`src/rtl/iq_port_pkg.sv`:
```
package iq_port_pkg;
  typedef enum logic {
    PH_IDLE  = 1'b0,
    PH_QWORD = 1'b1
  } phase_e;

  localparam int CTRL_EN_BIT   = 7;
  localparam int CTRL_MODE_BIT = 0;
  localparam int CTRL_SEL_LSB  = 1;
endpackage

```
`src/rtl/iq_hold_bank.sv`:
```
module iq_hold_bank #(
  parameter int NCH = 4,
  parameter int DW  = 16
) (
  input  logic              clk,
  input  logic              rst_n,
  input  logic [NCH-1:0]    in_valid,
  input  logic [NCH*DW-1:0] in_i,
  input  logic [NCH*DW-1:0] in_q,
  input  logic [NCH-1:0]    release_ch,
  output logic [NCH-1:0]    full,
  output logic [NCH*DW-1:0] held_i,
  output logic [NCH*DW-1:0] held_q,
  output logic [NCH-1:0]    ovf
);
  for (genvar c = 0; c < NCH; c++) begin : g_slot
    logic          full_q, full_d;
    logic          ovf_q, ovf_d;
    logic          take;
    logic [DW-1:0] i_q, q_q;

    // A slot accepts when empty, or when emptied in this same cycle
    always_comb begin
      take   = in_valid[c] && (!full_q || release_ch[c]);
      full_d = full_q;
      if (take)               full_d = 1'b1;
      else if (release_ch[c]) full_d = 1'b0;
      ovf_d  = ovf_q | (in_valid[c] & full_q & ~release_ch[c]);
    end

    always_ff @(posedge clk or negedge rst_n) begin
      if (!rst_n) begin
        full_q <= 1'b0;
        ovf_q  <= 1'b0;
      end else begin
        full_q <= full_d;
        ovf_q  <= ovf_d;
      end
    end

    // Data path: enable-gated, no reset needed
    always_ff @(posedge clk) begin
      if (take) begin
        i_q <= in_i[c*DW +: DW];
        q_q <= in_q[c*DW +: DW];
      end
    end

    assign full[c]            = full_q;
    assign ovf[c]             = ovf_q;
    assign held_i[c*DW +: DW] = i_q;
    assign held_q[c*DW +: DW] = q_q;
  end
endmodule

```
`src/rtl/iq_rr_pick.sv`:
```
module iq_rr_pick #(
  parameter int NCH = 4,
  localparam int CHW = (NCH > 1) ? $clog2(NCH) : 1
) (
  input  logic [NCH-1:0] elig,
  input  logic [CHW-1:0] start_at,
  output logic           found,
  output logic [CHW-1:0] pick
);
  always_comb begin
    found = 1'b0;
    pick  = '0;
    for (int k = 0; k < NCH; k++) begin
      if (!found && elig[(int'(start_at) + k) % NCH]) begin
        found = 1'b1;
        pick  = CHW'((int'(start_at) + k) % NCH);
      end
    end
  end
endmodule

```
`src/rtl/iq_par_port.sv`:
```
module iq_par_port
  import iq_port_pkg::*;
#(
  parameter int NCH   = 4,
  parameter int DW    = 16,
  parameter int LW    = 8,
  parameter int CTRLW = 8,
  localparam int CHW  = (NCH > 1) ? $clog2(NCH) : 1
) (
  input  logic              clk,
  input  logic              rst_n,
  input  logic [CTRLW-1:0]  cfg_ctrl,
  input  logic [LW-1:0]     link_byte,
  input  logic [NCH-1:0]    smp_valid,
  input  logic [NCH*DW-1:0] smp_i,
  input  logic [NCH*DW-1:0] smp_q,
  input  logic              req,
  input  logic              ack,
  output logic [DW-1:0]     pdata,
  output logic              iq_flag,
  output logic [CHW-1:0]    ch_tag,
  output logic [NCH-1:0]    ovf
);
  phase_e             phase_q, phase_d;
  logic [CHW-1:0]     cur_q, cur_d;
  logic [CHW-1:0]     ptr_q, ptr_d;
  logic [DW-1:0]      pdata_q, pdata_d;
  logic               iq_q, iq_d;
  logic [CHW-1:0]     tag_q, tag_d;
  logic               out_en;

  logic [NCH-1:0]     full, elig, release_ch;
  logic [NCH*DW-1:0]  held_i, held_q;
  logic               any_elig, start, link_act, port_en, chan_mode;
  logic [CHW-1:0]     pick;

  assign port_en   = cfg_ctrl[CTRL_EN_BIT];
  assign chan_mode = cfg_ctrl[CTRL_MODE_BIT];
  assign elig      = full & cfg_ctrl[CTRL_SEL_LSB +: NCH];

  iq_hold_bank #(.NCH(NCH), .DW(DW)) u_bank (
    .clk        (clk),
    .rst_n      (rst_n),
    .in_valid   (smp_valid),
    .in_i       (smp_i),
    .in_q       (smp_q),
    .release_ch (release_ch),
    .full       (full),
    .held_i     (held_i),
    .held_q     (held_q),
    .ovf        (ovf)
  );

  iq_rr_pick #(.NCH(NCH)) u_pick (
    .elig     (elig),
    .start_at (ptr_q),
    .found    (any_elig),
    .pick     (pick)
  );

  assign start    = (phase_q == PH_IDLE) && port_en && chan_mode && req && ack && any_elig;
  assign link_act = (phase_q == PH_IDLE) && port_en && !chan_mode;
  assign out_en   = start || link_act || (phase_q == PH_QWORD);

  // Next-state logic
  always_comb begin
    phase_d    = phase_q;
    cur_d      = cur_q;
    ptr_d      = ptr_q;
    pdata_d    = pdata_q;
    iq_d       = iq_q;
    tag_d      = tag_q;
    release_ch = '0;
    unique case (phase_q)
      PH_IDLE: begin
        if (start) begin
          pdata_d = held_i[int'(pick)*DW +: DW];
          iq_d    = 1'b1;
          tag_d   = pick;
          cur_d   = pick;
          phase_d = PH_QWORD;
        end else if (link_act) begin
          pdata_d = {{(DW-LW){1'b0}}, link_byte};
          iq_d    = 1'b0;
        end
      end
      PH_QWORD: begin
        pdata_d           = held_q[int'(cur_q)*DW +: DW];
        iq_d              = 1'b0;
        release_ch[cur_q] = 1'b1;
        ptr_d             = (int'(cur_q) == NCH-1) ? '0 : cur_q + 1'b1;
        phase_d           = PH_IDLE;
      end
      default: phase_d = PH_IDLE;
    endcase
  end

  // Sequencing registers
  always_ff @(posedge clk or negedge rst_n) begin
    if (!rst_n) begin
      phase_q <= PH_IDLE;
      cur_q   <= '0;
      ptr_q   <= '0;
    end else begin
      phase_q <= phase_d;
      cur_q   <= cur_d;
      ptr_q   <= ptr_d;
    end
  end

  // Output registers, clock-enabled
  always_ff @(posedge clk or negedge rst_n) begin
    if (!rst_n) begin
      pdata_q <= '0;
      iq_q    <= 1'b0;
      tag_q   <= '0;
    end else if (out_en) begin
      pdata_q <= pdata_d;
      iq_q    <= iq_d;
      tag_q   <= tag_d;
    end
  end

  assign pdata   = pdata_q;
  assign iq_flag = iq_q;
  assign ch_tag  = tag_q;
endmodule

```
`config.mk`:
```
export PLATFORM = sky130hd
export DESIGN_NAME = iq_par_port
export DESIGN_NICKNAME = d
export VERILOG_FILES = /design/src/rtl/iq_port_pkg.sv /design/src/rtl/iq_hold_bank.sv /design/src/rtl/iq_rr_pick.sv /design/src/rtl/iq_par_port.sv
export SDC_FILE = /design/constraint.sdc
export NUM_CORES = 1
export LEC_CHECK = 0
export BUFFER_PORTS_ARGS = -buffer_cell sky130_fd_sc_hd__buf_2
export CORE_ASPECT_RATIO = 1.2
export CORE_MARGIN = 2
export CORE_UTILIZATION = 56
export CTS_CLUSTER_SIZE = 24
export DETAILED_ROUTE_END_ITERATION = 8
export PLACE_DENSITY_LB_ADDON = 0.1
export SETUP_SLACK_MARGIN = 0.02
export SLEW_MARGIN = 20
export SYNTH_ARGS = -nofsm -noshare
export SYNTH_HDL_FRONTEND = slang
export SYNTH_SLANG_ARGS = --single-unit
```
`constraint.sdc`:
```
create_clock -name clk -period 9.55 [get_ports clk]
set_input_delay 0.955 -clock clk [delete_from_list [all_inputs] [get_ports clk]]
set_output_delay 0.955 -clock clk [all_outputs]
set_load 0.005 [all_outputs]
```
---- After elaboration in Yosys (flattened, before gate mapping) ----
Cells that the tools add are included.
storage, ports and cells
  register bits after elaboration ......... 160
  latch bits .............................. 0
  memory bits (writable) .................. 0
  bits in read-only memories .............. 0
  output and inout port bits .............. 23
  memories kept ........................... 0
operators by class
  add/subtract/negate cells ............... 4
  multipliers ............................. 0
  divide/modulo/power cells ............... 0
  magnitude comparators ................... 6
  equal/unequal tests ..................... 2
  shifts and indexed selects .............. 2
  muxes and demuxes ....................... 39
  bitwise logic cells ..................... 21
  reduce and logical (&&, ||, !) cells .... 38
operators with widths
  operator               number
  $shiftx A64 B7 Y16     2
  $mux W16               2
  $pmux W16 S2           1
  $mux W1                23
  $logic_and A1 B1 Y1    14
  $lt A3 B4 Y1 const B   3
  $mux W2                5
  $and A1 B1 Y1          8
  $bmux W1 S2            4
  $logic_not A1 Y1       8
  $reduce_bool A2 Y1     4
  $logic_or A1 B1 Y1     6
  $lt A2 B3 Y1 const B   2
  $reduce_or A2 Y1       3
  $not A1 Y1             5
  $add A2 B1 Y2 const B  2
  $add A2 B2 Y2 const B  2
  $and A4 B4 Y4          1
  $mux W4                1
  $or A1 B1 Y1           4
  $pmux W1 S2            2
  $reduce_and A2 Y1      2
  $and A1 B1 Y1 const A  3
  $ne A3 B3 Y1 const B   1
  other kinds (4)        4

---- Logic depth before layout (Yosys ltp) ----
Gate-level depths: netlist of run 1.
  word-level depth ........................ 18
  gate-level depth with buffers ........... 8
  gate-level depth less buffers ........... 6

---- By module ----
A second synthesis of run 1 with hierarchy kept.
second synthesis, totals
  cells, all modules ...................... 322
  area, all modules ....................... 6333.6 µm²
modules (own cells, without submodules)
  module        instances  cells each  area an instance (µm²)
  iq_hold_bank  1          164         4254.1
  iq_par_port   1          143         2001.9
  iq_rr_pick    1          15          77.6

---- Worst setup path after synthesis of run 1 ----
OpenSTA, ideal clock, no wires.
  kind .................................... reg2reg
  start ................................... register cur_q[1]
  end ..................................... register u_bank.g_slot[0].i_q[0] (enable)
  setup time .............................. 424 ps
  arrival time ............................ 2677 ps
  data required time ...................... 9126 ps
  slack ................................... 6448 ps
  stages on the path, launching flop included .. 7
  clock period less this slack ............ 3102 ps
  cells stage by stage .................... dfrtp_1 > clkbuf_1 > buf_1 > inv_1 > ha_1 > a21boi_0 > nor2b_1
on the way
  word-level cells in the longest chain between the ends .. 7
  elaborated cells between the ends (all ways) .. 8
  those cells by class .................... 2 x order compare; 3 x mux; 3 x reduce/logical
RTL lines
  what                                                                       RTL line            text
  start: declaration                                                         iq_par_port.sv:25   logic [CHW-1:0] cur_q, cur_d;
  start signal: assignment                                                   iq_par_port.sv:106  cur_q <= cur_d;
  $lt A2 B3 Y1 (implied by the code) / $ge A2 B1 Y1 (equally long branches)  iq_par_port.sv:90   release_ch[cur_q] = 1'b1;
  $logic_and A1 B1 Y1 (implied by the code)                                  iq_par_port.sv:90
  $mux W1 (implied by the code)                                              iq_par_port.sv:90
  $demux W1 S2 (*)                                                           iq_par_port.sv:90
  $mux W4 (*)                                                                iq_par_port.sv:74   unique case (phase_q)
  $logic_or A1 B1 Y1 (*)                                                     iq_hold_bank.sv:24  take = in_valid[c] && (!full_q || release_ch[c]);
  $logic_and A1 B1 Y1 (*)                                                    iq_hold_bank.sv:24
  end signal: assignment                                                     iq_hold_bank.sv:44  i_q <= in_i[c*DW +: DW];
  end: declaration                                                           iq_hold_bank.sv:20  logic [DW-1:0] i_q, q_q;
Every way passes the cells marked *; elsewhere a longest branch is shown, timed or not.
A chain may end at the register's enable or synchronous reset.

---- Worst setup path after layout of run 1 ----
  start ................................... register cur_q[1]
  end ..................................... register u_bank.g_slot[0].i_q[12] (enable)
The elaborated chain is that of the path after synthesis.

==> results of run 1 <==
==> path summary, 6_finish.rpt <==
| check | end | slack (ns) | depth (start not counted) |
|---|---|---|---|
| max | u_bank.g_slot[0].i_q[12] | 6.92 | 4 |
| min | u_bank.g_slot[1].ovf_q | 0.46 | 1 |
| max reg2reg | u_bank.g_slot[0].i_q[12] | 6.92 | 4 |
| min reg2reg | u_bank.g_slot[1].ovf_q | 0.46 | 1 |
| max in group asynchronous | u_bank.g_slot[0].full_q | 8.46 | 1 |
| min in group asynchronous | pdata[5] | 0.61 | 1 |
==> routing by layer <==
| metal | up-vias | track usage [%] | part of all wire (%) |
|---|---|---|---|
| li1 | 1777 | - | - |
| met1 | 1920 | 30.9 | 39 |
| met2 | 178 | 40.7 | 53 |
| met3 | 17 | 6.01 | 7.0 |
| met4 | 0 | 8.70 | 1.5 |
| met5 | - | 0 | 0 |
==> power groups by stage <==
stage	logic [W]	registers (W)	clock network, W
finish	0.000298	0.000811	0.000684
global placement	0.000293	0.000824	0
detailed placement	0.000300	0.000825	0
global route	0.000324	0.000815	0.000724
floorplan	0.000204	0.000813	0
CTS	0.000301	0.000811	0.000696
==> sequential cells by signal (all words and copies together) (netlist names) <==
signal	cells
u_bank.g_slot.i_q	64
u_bank.g_slot.q_q	64
pdata	16
u_bank.g_slot.full_q	4
u_bank.g_slot.ovf_q	4
cur_q	2
ptr_q	2
iq_flag	1
phase_q	1
==> stage by stage <==
step | instances | setup slack, ns | hold slack (ns) | power [W]
finish | 678 | 6.92 | 0.457 | 0.00179
global route | 677 | 6.74 | 0.474 | 0.00186
CTS | 674 | 6.68 | 0.457 | 0.00181
detailed placement | 642 | 6.54 | 0.445 | 0.00112
global placement | 642 | 6.67 | 0.435 | 0.00112
floorplan | 356 | 6.45 | 0.429 | 0.00102
==> cell usage after synthesis (all sizes together) <==
| master | n | area (um2) |
|---|---|---|
| edfxtp | 128 | 3840 |
| dfrtp | 30 | 751 |
| nor2 | 25 | 93.8 |
| mux2i | 24 | 240 |
| mux4 | 16 | 360 |
| nand2 | 16 | 62.6 |
| buf | 15 | 97.6 |
| a2111oi | 8 | 80.1 |
| a211oi | 8 | 65.1 |
| a22oi | 8 | 60.1 |
| o211a | 8 | 80.1 |
| o221ai | 8 | 70.1 |
| o31ai | 8 | 100 |
| a21o | 5 | 37.5 |
| clkbuf | 5 | 18.8 |
| or2 | 5 | 31.3 |
| a21boi | 4 | 30.0 |
| ha | 4 | 50.1 |
| inv | 4 | 15.0 |
| nor2b | 4 | 25.0 |
| nand3b | 3 | 26.3 |
| a22o | 2 | 26.3 |
| and2 | 2 | 12.5 |
| o2111a | 2 | 22.5 |
| o21ai | 2 | 10.0 |
| a21oi | 1 | 5.00 |
| a311oi | 1 | 15.0 |
| a31o | 1 | 8.76 |
| a31oi | 1 | 21.3 |
| and4b | 1 | 10.0 |
| mux2 | 1 | 11.3 |
| nand2b | 1 | 6.26 |
| nor3 | 1 | 10.0 |
| nor3b | 1 | 18.8 |
| o2111ai | 1 | 8.76 |
| o211ai | 1 | 21.3 |
| or3 | 1 | 6.26 |
==> final cells by class <==
cell class / instances / area [um2] / area share [%]
repair buffers: 177 / 936 / 11.7
clock inverters: 12 / 160 / 2.01
clock buffers: 20 / 447 / 5.60
multi-input cells: 174 / 1660 / 20.8
diodes: 1 / 2.50 / 0.0314
well taps: 132 / 165 / 2.07
flip-flops and latches: 158 / 4590 / 57.6
inverters: 4 / 15.0 / 0.188
==> cells by family after synthesis <==
kind of cell	after synthesis	share of synthesized area (%)
adder cells (fa/ha/maj)	4	0.788
flip-flops	158	72.3
AND/OR/NAND/NOR	60	4.77
multiplexers	41	9.63
buffers and inverters	24	2.07
AO/OA/AOI/OAI	69	10.4
==> impl_metrics.ini, run 1 <==
[power]
internal-power_w = 0.00135
power_density_nw_per_um2 = 225
switching_share_pct = 24.8
power_frac_comb_pct = 16.6
ir_worst_vdd_uv = 167
clockPowerShare_pct = 38.2
p_seq_share_pct = 45.2
leakage_nw = 3.17
p_sw_w = 0.000444

[min_path]
min_from = u_bank.g_slot[1].ovf_q
hold_path_class = flop to flop

[run]
max_cap_violations = 0

[synthesis]
synth_nets = 512
syn_avg_cell_area_um2 = 17.8
synth-seq-area-share_pct = 72.3
synthCells = 356
ys_types = 46
synth_seq_cells = 158
ys_warn_count = 0
synth_area_um2 = 6350

[clocking]
clk_pin_slew_ns = 0.06
clock_sinks = 158
cts_buffers = 17
htree_num_levels = 4
insertion_delay_ns = 0.41
clock-root-buffer = clkbuf_16
cts_tree = done
clk_path_buf_depth = 2
cts_setup_buffers = 0
cts_hold_buf = 0
cts_resized = 0

[sta]
skew_ns = 0.0107
drv_slew = 0
maxSlewHeadroom_pct = 26.1
worstMarginPinSlew_ns = 1.11
final.min_clock_period_ns = 2.63
finalSetupViolations = 0
tns_ns = 0
period_share_pct = 27.6
hold_viol_final = 0
max_freq_mhz = 380
rsz0062_at_grt = no

[global_routing]
antenna_found_initial = 0
grt-ovfl-total = 0
grtUsageTotal_pct = 24.3
grt_pass1_vias = 4137
grt_pass1_wl_mm = 21.5
grt_max_degree = 33

[setup_path]
crit_required_ns = 9.58
critPathKind = flop to flop
cp_max_fo = 32
regToRegStartpoint = cur_q[1]
crit_buf_inv = 1
cp-start-kind = flop
critPathMaxStageDelay_ns = 0.91
worstPathArrival_ns = 2.66
worstPathCellList = inv_1 > ha_1 > a21boi_0 > nor2b_4
endpoint_kind = flop
cp_top_family = simple AND/OR/NAND/NOR gates
crit_start = cur_q[1]
cp_slowest_cell = nor2b_4

[outcome]
status = finished clean

[final_layout]
mostFrequentLayoutCells = buf_2 (172), edfxtp_1 (128), dfrtp_1 (30)
fin_util_pct = 72.3
nNetsFinal = 688
final_common_cell = buf_2
drive_above_1_share_pct = 45.9
area_delta_synth_final_pct = 25.6
fill_cells = 734
finalInstanceArea_um2 = 7980

[placement]
gp_congestion = 0.802
hpwl_mm = 9.44
io_buffers = 172
placed_area_um2 = 7310

[floorplanning]
die-area_um2 = 12200
die_w_um = 101
start_util_pct = 57.6
core_area_um2 = 11000
die_h_um = 121
ios = 175
num_rows = 42

[detailed_routing]
wirelength_mm = 14.1
drc = 0
vias = 3892
wire_per_inst_um = 20.8
ant_nets = 0
vias_per_cell = 5.74
firstDrtPassIters = 4
dr.first_iter.drc_count = 189
Power figures use the tool's default switching activity.
==> run 2, diff against run 1 <==
Settings changed: ABC_AREA from default to 1, CORE_UTILIZATION 56 to 48.
Clock period 9.55 ns to 2.3 ns, I/O delays scaled along.
==> run 2 against run 1 <==
Largest power group is now combinational logic. Clock-buffer cell count up 2. Critical path type unchanged. Cell count grew 56%. Hold slack worse by 0.40 ns. Clock skew decreased by 0.00093 ns. Sequential share of layout area down 9.6 points. Clock power grew to 3.8 times the previous value. Synthesized area rose by 4.5%. Fmax up 24%.
==> impl_metrics.ini, run 2 <==
[run]
max_cap_violations = 0

[setup_path]
critPathMaxStageDelay_ns = 0.45
crit_buf_inv = 1
cp-start-kind = flop
critPathKind = flop to flop
worstPathArrival_ns = 2.42
cp_slowest_cell = dfrtp_2
worstPathCellList = buf_4 > nand2_1 > nand2_2 > nand2_2 > nand2_4 > nand2_4 > nand2_2 > nand2_4 > nand3_2 > nand2_1 > nand3_1 > nand3_1 > nand3_1
crit_required_ns = 2.60
endpoint_kind = flop
cp_top_family = simple AND/OR/NAND/NOR gates
cp_max_fo = 16

[clocking]
insertion_delay_ns = 0.42
cts_tree = done
htree_num_levels = 4
clk_path_buf_depth = 2
cts_setup_buffers = 0
clk_pin_slew_ns = 0.06
clock-root-buffer = clkbuf_16
clock_sinks = 158
cts_buffers = 17

[placement]
gp_congestion = 0.908
dpl_worst_slack_ns = 0.155
hpwl_mm = 11.6
io_buffers = 172
placed_area_um2 = 7730

[synthesis]
synth_seq_cells = 158
synth-seq-area-share_pct = 69.2
synthTopCellsByCount = edfxtp_1 (128), nand2_1 (106), nand3_1 (91)
yosys.cell_count.top_type = edfxtp_1
synthArstFlopShare_pct = 19.0
yosysTopAreaCellShare_pct = 57.9
ys_top_cells_by_area = edfxtp_1 (58%), dfrtp_1 (11%), nand3_1 (6.9%)
ys.flop_type = edfxtp_1
syn_avg_cell_area_um2 = 11.8
synthCells = 562
synth_edf_count = 128
synth_nets = 718
ys_types = 30
ys_warn_count = 0
synth_area_um2 = 6640
synth_top_area_cell = edfxtp_1

[final_layout]
drive_above_1_share_pct = 27.9
area_delta_synth_final_pct = 44.2
multi_input_area_um2 = 1850
finalInstanceArea_um2 = 9570
nNetsFinal = 1026
fin_util_pct = 70.2
fill_cells = 1008
final_common_cell = buf_2
mostFrequentLayoutCells = buf_2 (172), dlygate4sd3_1 (129), edfxtp_1 (128)
layout.area.seq_um2 = 4600

[power]
power_density_nw_per_um2 = 1010
ir_worst_vdd_uv = 696
leakage_nw = 3.93

[sta]
drv_slew = 0
setup_ws_ns = 0.182
period_share_pct = 92.1
worstMarginPinSlew_ns = 0.694
final.min_clock_period_ns = 2.12
max_freq_mhz = 472
rsz0062_at_grt = yes
hold_viol_final = 0
skew_ns = 0.00981
maxSlewHeadroom_pct = 53.8
finalSetupViolations = 0

[outcome]
status = finished clean

[floorplanning]
start_util_pct = 48.7
die_h_um = 133
die-area_um2 = 14800
ios = 175
core_area_um2 = 13600
num_rows = 47
die_w_um = 111

[min_path]
hold_path_class = input pin to flop

[global_routing]
grt_pass1_wl_mm = 30.1
grt_max_degree = 34
grtUsageTotal_pct = 26.8
grt_pass1_vias = 5833
grt-ovfl-total = 0
antenna_found_initial = 0

[detailed_routing]
firstDrtPassIters = 5
vias = 5518
drc = 0
ant_nets = 0
wirelength_mm = 19.2
wire_per_inst_um = 18.2
vias_per_cell = 5.23
dr.first_iter.drc_count = 380
## run 2: cell types whose count changed after synthesis, moves of 8 or more
cell,previous run,this run
nand2_1,15,106
a21oi_1,1,11
o21ai_0,2,36
mux4_2,16,0
mux2i_1,24,0
o22ai_1,0,16
o211a_1,8,0
o31ai_2,8,0
o221ai_1,8,0
nor2_1,25,51
nand3_1,0,91
a2111oi_1,8,0
a22oi_1,8,0
nand4_1,0,17
## run 2: path summary, 6_finish.rpt
| path | startpoint | end | slack (ns) | cells after the start |
|---|---|---|---|---|
| max | ptr_q[0] | pdata[10] | 0.18 | 13 |
| min reg2reg | u_bank.g_slot[3].ovf_q | u_bank.g_slot[3].ovf_q | 0.47 | 1 |
| min | smp_valid[0] | u_bank.g_slot[0].full_q | 0.06 | 3 |
| min in group asynchronous | rst_n | u_bank.g_slot[0].full_q | 0.39 | 2 |
| max reg2reg | ptr_q[0] | pdata[10] | 0.18 | 13 |
| max in group asynchronous | rst_n | ptr_q[0] | 1.43 | 2 |
## run 2: layout make-up
class / count / area share, %
clock inverters: 10 / 0.954
inverters: 15 / 0.693
multi-input cells: 360 / 19.4
well taps: 171 / 2.24
clock buffers: 22 / 4.64
diodes: 1 / 0.0261
repair buffers: 318 / 24.1
flip-flops and latches: 158 / 48.0
## run 2: worst register-to-register path: stages (launching register included)
cell	delay, ns
dfrtp_2	0.45
buf_4	0.18
nand2_1	0.08
nand2_2	0.07
nand2_2	0.09
nand2_4	0.08
nand2_4	0.09
nand2_2	0.06
nand2_4	0.09
nand3_2	0.35
nand2_1	0.18
nand3_1	0.11
nand3_1	0.10
nand3_1	0.07
## run 2: power by group
part           switching, W  internal [W]  leakage (nW)  total [W]
Clock               0.00109       0.00148         0.248    0.00258
Sequential         0.000175       0.00329          1.49    0.00347
Combinational       0.00231       0.00128          2.18    0.00359
Total               0.00358       0.00605          3.93    0.00963
## run 2: repair_timing
item,in CTS,in global routing
hold endpoints to repair,158,0
hold buffers,129,0
gates resized for setup,0,4
setup endpoints to repair,0,12
## run 2: cells by family after synthesis
kind of cell / count (synthesis) / share of synthesized area [%]
AO/OA/AOI/OAI: 69 / 5.71
adder cells (fa/ha/maj): 4 / 0.754
AND/OR/NAND/NOR: 286 / 20.6
buffers and inverters: 45 / 3.68
flip-flops: 158 / 69.2
## run 2: stage by stage
step,total power [W],TNS [ns],hold WS (ns),cells
2_1_floorplan,0.00595,0,-0.0656,562
5_1_grt,0.0102,-0.00101,0.0654,1054
4_1_cts,0.00960,0,0.0497,1053
3_3_place_gp,0.00677,0,0.309,892
3_5_place_dp,0.00685,0,0.317,892
6_report,0.00963,0,0.0617,1055
## run 2: per-layer routing
metal / track usage (%) / routed length [um]
met1: 32.7 / 7520
met2: 46.6 / 10000
met3: 5.63 / 1070
met4: 11.0 / 564
met5: 0 / 0
